<file path="config.mk">
export PLATFORM = sky130hd
export DESIGN_NAME = ilace_addr_gen
export DESIGN_NICKNAME = d
export VERILOG_FILES = /design/src/rtl/ilace_pkg.sv /design/src/rtl/ilace_cfg_check.sv /design/src/rtl/ilace_line_fsm.sv /design/src/rtl/ilace_ptr_bank.sv /design/src/rtl/ilace_addr_gen.sv
export SDC_FILE = /design/constraint.sdc
export NUM_CORES = 1
export LEC_CHECK = 0
export ABC_AREA = 1
export BUFFER_PORTS_ARGS = -buffer_cell sky130_fd_sc_hd__buf_2
export CAP_MARGIN = 20
export CORE_UTILIZATION = 45
export CTS_CLUSTER_SIZE = 30
export DETAILED_ROUTE_END_ITERATION = 8
export GPL_TIMING_DRIVEN = 0
export PLACE_DENSITY = 0.74
export SETUP_SLACK_MARGIN = 0.2
export SLEW_MARGIN = 15
export SYNTH_ARGS = -nofsm -noshare
export SYNTH_HDL_FRONTEND = slang
export SYNTH_SLANG_ARGS = --single-unit
export TNS_END_PERCENT = 20
</file>
<file path="constraint.sdc">
create_clock -name clk -period 4.19 [get_ports clk]
set_clock_uncertainty 0.2 [all_clocks]
set_input_delay 0.838 -clock clk [delete_from_list [all_inputs] [get_ports clk]]
set_output_delay 0.838 -clock clk [all_outputs]
set_load 0.01 [all_outputs]
</file>
<file path="src/rtl/ilace_pkg.sv">
package ilace_pkg;

    typedef enum logic [1:0] {
        WALK_PROG = 2'd0,
        WALK_IN   = 2'd1,
        WALK_OUT  = 2'd2
    } walk_e;

    typedef enum logic [1:0] {
        S_IDLE  = 2'd0,
        S_LINE  = 2'd1,
        S_DONE  = 2'd2,
        S_FAULT = 2'd3
    } state_e;

    localparam logic [1:0] SEL_OFF  = 2'b00;
    localparam logic [1:0] SEL_F0   = 2'b01;
    localparam logic [1:0] SEL_F1   = 2'b10;
    localparam logic [1:0] SEL_BOTH = 2'b11;

    localparam int NUM_FIELDS = 2;

endpackage

</file>
<file path="src/rtl/ilace_cfg_check.sv">
module ilace_cfg_check
    import ilace_pkg::*;
#(
    parameter int LW = 12
) (
    input  logic [1:0]    in_sel,
    input  logic [1:0]    out_sel,
    input  logic          two_plane,
    input  logic [LW-1:0] frame_lines,
    output logic          bad,
    output walk_e         walk,
    output logic [LW-1:0] lines,
    output logic          in_odd,
    output logic          keep_even,
    output logic          keep_odd
);

    logic in_on;
    logic out_on;

    assign in_on  = (in_sel != SEL_OFF);
    assign out_on = (out_sel != SEL_OFF);

    always_comb begin
        bad = 1'b0;
        if (in_sel == SEL_BOTH) bad = 1'b1;
        if (in_on && out_on)    bad = 1'b1;
        if (out_on && two_plane) bad = 1'b1;
    end

    always_comb begin
        if (in_on)       walk = WALK_IN;
        else if (out_on) walk = WALK_OUT;
        else             walk = WALK_PROG;
    end

    assign lines     = (walk == WALK_IN) ? (frame_lines >> 1) : frame_lines;
    assign in_odd    = (in_sel == SEL_F1);
    assign keep_even = (walk != WALK_OUT) || out_sel[0];
    assign keep_odd  = (walk != WALK_OUT) || out_sel[1];

endmodule

</file>
<file path="src/rtl/ilace_line_fsm.sv">
module ilace_line_fsm
    import ilace_pkg::*;
#(
    parameter int LW = 12
) (
    input  logic          clk,
    input  logic          rst_n,
    input  logic          start,
    input  logic          bad,
    input  logic [LW-1:0] lines,
    input  logic          ln_ready,
    output logic          load,
    output logic          step,
    output logic          ln_valid,
    output logic          done,
    output logic          cfg_err,
    output logic          busy
);

    state_e        st_q;
    state_e        st_d;
    logic [LW-1:0] remain_q;
    logic          last_line;

    assign last_line = (remain_q == LW'(1));

    // state register
    always_ff @(posedge clk or negedge rst_n) begin
        if (!rst_n) st_q <= S_IDLE;
        else        st_q <= st_d;
    end

    // next-state logic
    always_comb begin
        st_d = st_q;
        unique case (st_q)
            S_IDLE: begin
                if (start) begin
                    if (bad)                 st_d = S_FAULT;
                    else if (lines == '0)    st_d = S_DONE;
                    else                     st_d = S_LINE;
                end
            end
            S_LINE: begin
                if (ln_ready && last_line) st_d = S_DONE;
            end
            S_DONE:  st_d = S_IDLE;
            S_FAULT: st_d = S_IDLE;
            default: st_d = S_IDLE;
        endcase
    end

    // outputs
    always_comb begin
        load     = 1'b0;
        step     = 1'b0;
        ln_valid = 1'b0;
        done     = 1'b0;
        cfg_err  = 1'b0;
        busy     = 1'b1;
        unique case (st_q)
            S_IDLE: begin
                busy = 1'b0;
                load = start && !bad;
            end
            S_LINE: begin
                ln_valid = 1'b1;
                step     = ln_ready;
            end
            S_DONE:  done    = 1'b1;
            S_FAULT: cfg_err = 1'b1;
            default: busy    = 1'b0;
        endcase
    end

    // remaining-line counter
    always_ff @(posedge clk or negedge rst_n) begin
        if (!rst_n)    remain_q <= '0;
        else if (load) remain_q <= lines;
        else if (step) remain_q <= remain_q - LW'(1);
    end

endmodule

</file>
<file path="src/rtl/ilace_ptr_bank.sv">
module ilace_ptr_bank
    import ilace_pkg::*;
#(
    parameter int AW = 32
) (
    input  logic          clk,
    input  logic          rst_n,
    input  logic          load,
    input  logic          step,
    input  walk_e         walk,
    input  logic          in_odd,
    input  logic          keep_even,
    input  logic          keep_odd,
    input  logic [AW-1:0] src_base,
    input  logic [AW-1:0] buf0_base,
    input  logic [AW-1:0] buf1_base,
    input  logic [AW-1:0] src_stride,
    input  logic [AW-1:0] dst_stride,
    output logic [AW-1:0] src_addr,
    output logic [AW-1:0] dst_addr,
    output logic          wr,
    output walk_e         walk_q
);

    logic [AW-1:0] src_q;
    logic [AW-1:0] ss_q;
    logic [AW-1:0] ds_q;
    logic          par_q;
    logic          ke_q;
    logic          ko_q;
    logic [AW-1:0] src_inc;
    logic [AW-1:0] fld_base [NUM_FIELDS];
    logic [AW-1:0] fld_q    [NUM_FIELDS];
    logic          fld_adv  [NUM_FIELDS];

    assign fld_base[0] = buf0_base;
    assign fld_base[1] = buf1_base;

    // a field pointer advances only on lines that belong to it
    assign fld_adv[0] = (walk_q != WALK_OUT) || !par_q;
    assign fld_adv[1] = (walk_q == WALK_OUT) && par_q;

    assign src_inc = (walk_q == WALK_IN) ? (ss_q << 1) : ss_q;

    always_ff @(posedge clk or negedge rst_n) begin
        if (!rst_n) begin
            src_q  <= '0;
            ss_q   <= '0;
            ds_q   <= '0;
            par_q  <= 1'b0;
            ke_q   <= 1'b0;
            ko_q   <= 1'b0;
            walk_q <= WALK_PROG;
        end else if (load) begin
            src_q  <= in_odd ? (src_base + src_stride) : src_base;
            ss_q   <= src_stride;
            ds_q   <= dst_stride;
            par_q  <= 1'b0;
            ke_q   <= keep_even;
            ko_q   <= keep_odd;
            walk_q <= walk;
        end else if (step) begin
            src_q <= src_q + src_inc;
            par_q <= (walk_q == WALK_OUT) ? !par_q : 1'b0;
        end
    end

    for (genvar f = 0; f < NUM_FIELDS; f++) begin : g_field
        always_ff @(posedge clk or negedge rst_n) begin
            if (!rst_n)                  fld_q[f] <= '0;
            else if (load)               fld_q[f] <= fld_base[f];
            else if (step && fld_adv[f]) fld_q[f] <= fld_q[f] + ds_q;
        end
    end

    assign src_addr = src_q;
    assign dst_addr = ((walk_q == WALK_OUT) && par_q) ? fld_q[1] : fld_q[0];
    assign wr       = par_q ? ko_q : ke_q;

endmodule

</file>
<file path="src/rtl/ilace_addr_gen.sv">
module ilace_addr_gen
    import ilace_pkg::*;
#(
    parameter int AW = 32,
    parameter int LW = 12
) (
    input  logic          clk,
    input  logic          rst_n,
    input  logic          start,
    input  logic [1:0]    in_sel,
    input  logic [1:0]    out_sel,
    input  logic          two_plane,
    input  logic [AW-1:0] src_base,
    input  logic [AW-1:0] buf0_base,
    input  logic [AW-1:0] buf1_base,
    input  logic [AW-1:0] src_stride,
    input  logic [AW-1:0] dst_stride,
    input  logic [LW-1:0] frame_lines,
    output logic          ln_valid,
    input  logic          ln_ready,
    output logic [AW-1:0] ln_src_addr,
    output logic [AW-1:0] ln_dst_addr,
    output logic          ln_write,
    output logic          done,
    output logic          cfg_err,
    output logic          busy
);

    logic          bad;
    walk_e         walk;
    walk_e         walk_q;
    logic [LW-1:0] lines;
    logic          in_odd;
    logic          keep_even;
    logic          keep_odd;
    logic          load;
    logic          step;

    ilace_cfg_check #(.LW(LW)) u_cfg (
        .in_sel      (in_sel),
        .out_sel     (out_sel),
        .two_plane   (two_plane),
        .frame_lines (frame_lines),
        .bad         (bad),
        .walk        (walk),
        .lines       (lines),
        .in_odd      (in_odd),
        .keep_even   (keep_even),
        .keep_odd    (keep_odd)
    );

    ilace_line_fsm #(.LW(LW)) u_fsm (
        .clk      (clk),
        .rst_n    (rst_n),
        .start    (start),
        .bad      (bad),
        .lines    (lines),
        .ln_ready (ln_ready),
        .load     (load),
        .step     (step),
        .ln_valid (ln_valid),
        .done     (done),
        .cfg_err  (cfg_err),
        .busy     (busy)
    );

    ilace_ptr_bank #(.AW(AW)) u_ptr (
        .clk        (clk),
        .rst_n      (rst_n),
        .load       (load),
        .step       (step),
        .walk       (walk),
        .in_odd     (in_odd),
        .keep_even  (keep_even),
        .keep_odd   (keep_odd),
        .src_base   (src_base),
        .buf0_base  (buf0_base),
        .buf1_base  (buf1_base),
        .src_stride (src_stride),
        .dst_stride (dst_stride),
        .src_addr   (ln_src_addr),
        .dst_addr   (ln_dst_addr),
        .wr         (ln_write),
        .walk_q     (walk_q)
    );

endmodule

</file>
==> out/metrics.yaml <==
clocking:
  post_cts_hold_buffer_count: 0
  clkLatencyLatePin_ns: 0.46
  cts-buffers-inserted: 17
  tritoncts_clock_tree: "yes"
  cts_buffer_depth: 2
  clock-root-buffer: "sky130_fd_sc_hd__clkbuf_16"
  cts.reportedPaths.clkPinSlew_ns: 0.07
  cts_max_level: 4
  tritoncts_num_sinks: 179
synth:
  post_synth_fa_ha_maj_area_fraction: 0.0974
  synth_compound_gate_area_share: 0.137
  synth_area_um2: 17400
  post_synth_xor_area_fraction: 0.0237
  post_synth_inst_count: 2917
  async_reset_ff_frac: 1.00
  synth_nets: 3231
  sequential_cell_area_fraction_in_the_yosys_report: 0.258
  synth-seq-cells: 179
  synth-edff-count: 0
  yosysWarnings: 0
  main_combinational_cell_family_by_area_after_synthesis: "simple AND/OR/NAND/NOR gates"
  synth_area_per_cell_um2: 5.96
  synth_mux_area_frac: 0
  synth_cell_types: 42
  synthFlopType: "sky130_fd_sc_hd__dfrtp_1"
  post_synth_and_or_nand_nor_area_fraction: 0.390
power:
  power_switching_share: 0.561
  power.switching_mw: 9.72
  maximum_vdd_drop_v: 0.000375
  power.combinational.fraction: 0.705
  part_of_the_power_in_the_clock_network: 0.097
  seqPwrFrac: 0.198
  internal_power_mw: 7.60
  power_per_cell_area_nw_per_um2: 869
  cellLeakagePower_nw: 11.2
grt:
  grt_overflow_total: 0
  maximum_number_of_pins_on_one_net_before_global_route_repair: 94
  grt.met1_usage: 0.436
  first_global_vias: 19900
  gr-usage-met3: 0.0417
  grt_pass1_wl_mm: 112
  busiest_layer: "met2"
  gr-usage-met2: 0.698
  number_of_antenna_violations_at_the_first_check_in_global_routing: 1
  groute.usage.overall: 0.384
place:
  place.gp.congestion: 1.02
  hpwlAfterDp_mm: 61.7
  io_buffers: 249
  place_inst: 3678
setup_path:
  r2r_cells: 19
  cp_top_family: "buffers and inverters"
  delay_of_the_slowest_cell_on_the_worst_path_ns: 0.46
  critPathLaunchType: "flip-flop"
  criticalPathCategory: "flip-flop to output port"
  worst_path_most_repeated_cell: "sky130_fd_sc_hd__clkbuf_1"
  startpoint_of_the_worst_register_to_register_path: "u_ptr.walk_q[0]$_DFFE_PN0P_"
  crit_path_start: "u_ptr.walk_q[0]$_DFFE_PN0P_"
  critPathCaptureType: "output port"
  number_of_buffers_and_inverters_on_the_critical_path: 5
  ordered_cell_list_for_the_critical_path: "nor3_2 > clkbuf_1 > inv_1 > clkbuf_1 > clkbuf_1 > nand2_1 > nand2_1 > buf_2"
  critical_path_required_ns: 3.15
  critical_path.slowest_cell: "sky130_fd_sc_hd__clkbuf_1"
  worst_r2r_endpoint: "u_ptr.src_addr[30]$_DFFE_PN0P_"
  cp.arrival_ns: 2.91
  path_max_fanout: 10
  reg2reg_setup_slack_ns: 0.37
die:
  starting_density_of_the_core: 0.460
  placement_rows: 71
  placeable_core_region_um2: 37800
  floorplan_die_height_um: 199
  dieWidth_um: 199
  total_die_area_um2: 39400
  ios: 250
cells_and_area:
  layout-area-overhead-vs-synth_pct: 14.6
  fraction_of_final_layout_cells_with_drive_strength_greater_than_1: 0.106
  nets: 3501
  final_cell_count_no_fill: 3711
  layout_commonest_cell: "sky130_fd_sc_hd__nand2_1"
  layout.cells.most_common_list: "sky130_fd_sc_hd__nand2_1, sky130_fd_sc_hd__inv_1, sky130_fd_sc_hd__buf_2"
  n_fill_cell: 4017
  postLayoutCoreUtil: 0.527
sta:
  hold_viol_final: 0
  setup_viol_count_final: 0
  totalNegativeSetupSlack_ns: 0
  grt_setup_unrepaired: "yes"
  fin_crit_sh: 0.943
  drv_slew: 0
  clock.fmax_mhz: 253
  relSlewSlack: 0.243
  period_needed_ns: 3.95
  max_slew.worst_pin.slew_ns: 1.12
detailed_routing:
  detail_route.iter0.violations: 1564
  vias: 20300
  vias_per_cell: 5.47
  drt-wirelength-per-cell_um: 20.1
  drt_pass1_iterations: 7
  drt_drc_violations_left: 0
  routed_wl_mm: 74.7
  detail-route-antenna-nets: 0
worst_hold_path:
  timing.hold.worst.class: "input port to asynchronous set/reset pin"
status:
  outcome: "finished clean"
flow_run:
  number_of_max_cap_violations: 0
-- kinds of logic after synthesis --
| logic type | Yosys count |
|---|---|
| simple gates | 1696 |
| flops | 179 |
| buf+inv | 424 |
| xor+xnor | 47 |
| compound gates | 438 |
| fa+ha+maj | 133 |
-- cells in the mapped netlist (11+ instances only) --
library cell,n,area [um2]
sky130_fd_sc_hd__o21ai_0,193,966
sky130_fd_sc_hd__ha_1,129,1610
sky130_fd_sc_hd__dfrtp_1,179,4480
sky130_fd_sc_hd__a21oi_1,154,771
sky130_fd_sc_hd__nand3_1,175,876
sky130_fd_sc_hd__o21a_1,14,105
sky130_fd_sc_hd__nand4_1,17,106
sky130_fd_sc_hd__xor2_1,34,298
sky130_fd_sc_hd__a31oi_1,13,81.3
sky130_fd_sc_hd__buf_2,28,140
sky130_fd_sc_hd__o211ai_1,11,82.6
sky130_fd_sc_hd__xnor2_1,13,114
sky130_fd_sc_hd__nor3_1,22,110
sky130_fd_sc_hd__buf_1,12,45.0
sky130_fd_sc_hd__inv_1,344,1290
sky130_fd_sc_hd__nand2_1,1178,4420
sky130_fd_sc_hd__o21bai_1,14,105
sky130_fd_sc_hd__clkbuf_1,34,128
sky130_fd_sc_hd__nor2_1,263,987
-- final cells by class --
class,instances,area (um2),area share
diodes,1,2.50,0.000126
plain buffers,76,338,0.0169
clock buffers,20,457,0.0229
clock inverters,11,126,0.00634
inverters,348,1310,0.0655
multi-input cells,2314,11300,0.566
flip-flops and latches,179,4480,0.225
well taps,511,639,0.0321
repair buffers,251,1300,0.0651
-- sequential cells by signal (all words and copies together) (netlist names) --
| name | cells |
|---|---|
| u_ptr.ds_q | 32 |
| u_ptr.fld_q | 64 |
| u_ptr.par_q | 1 |
| u_ptr.walk_q | 2 |
| u_ptr.src_addr | 32 |
| u_fsm.st_q | 2 |
| u_ptr.ke_q | 1 |
| u_fsm.remain_q | 12 |
| u_ptr.ss_q | 32 |
| u_ptr.ko_q | 1 |
-- power by group through the flow --
stage / sequential (mW) / combinational [mW] / clock (mW)
final: 3.43 / 12.2 / 1.67
after global routing: 3.50 / 13.6 / 1.74
after CTS: 3.39 / 12.0 / 1.67
after detailed placement: 3.41 / 11.9 / 0
after global placement: 3.38 / 11.8 / 0
after floorplan: 3.16 / 8.40 / 0
-- stage by stage --
stage / area, um2 / hold slack [ns] / setup slack, ns / total power [mW]
floorplan: 17400 / 0.259 / 1.03 / 11.6
global placement: 19300 / 0.281 / -0.912 / 15.1
detailed placement: 19300 / 0.284 / -0.266 / 15.3
CTS: 19900 / 0.194 / 0.190 / 17.0
global route: 19900 / 0.220 / 0.163 / 18.9
finish: 19900 / 0.161 / 0.239 / 17.3
-- routing by layer --
layer / part of all wire / vias to the layer above
met1: 0.38 / 9388
met3: 0.064 / 195
met4: 0.056 / 0
li1: - / 9855
met2: 0.50 / 846
met5: 0 / -
-- worst max-delay path by stage --
stage,to,slack [ns],depth (start not counted)
after global placement,u_ptr.fld_q[34]$_DFFE_PN0P_,-0.91,1
final,ln_dst_addr[26],0.24,8
after floorplan,u_ptr.src_addr[22]$_DFFE_PN0P_,1.03,20
after CTS,u_ptr.src_addr[30]$_DFFE_PN0P_,0.19,20
after global routing,ln_dst_addr[23],0.16,9
after detailed placement,u_ptr.src_addr[30]$_DFFE_PN0P_,-0.27,20
-- what timing repair did --
item	in CTS	in global routing
gates resized for setup	4	4
endpoints found under the setup margin	22	15
buffers inserted	0	0
Power figures use the tool's default switching activity.
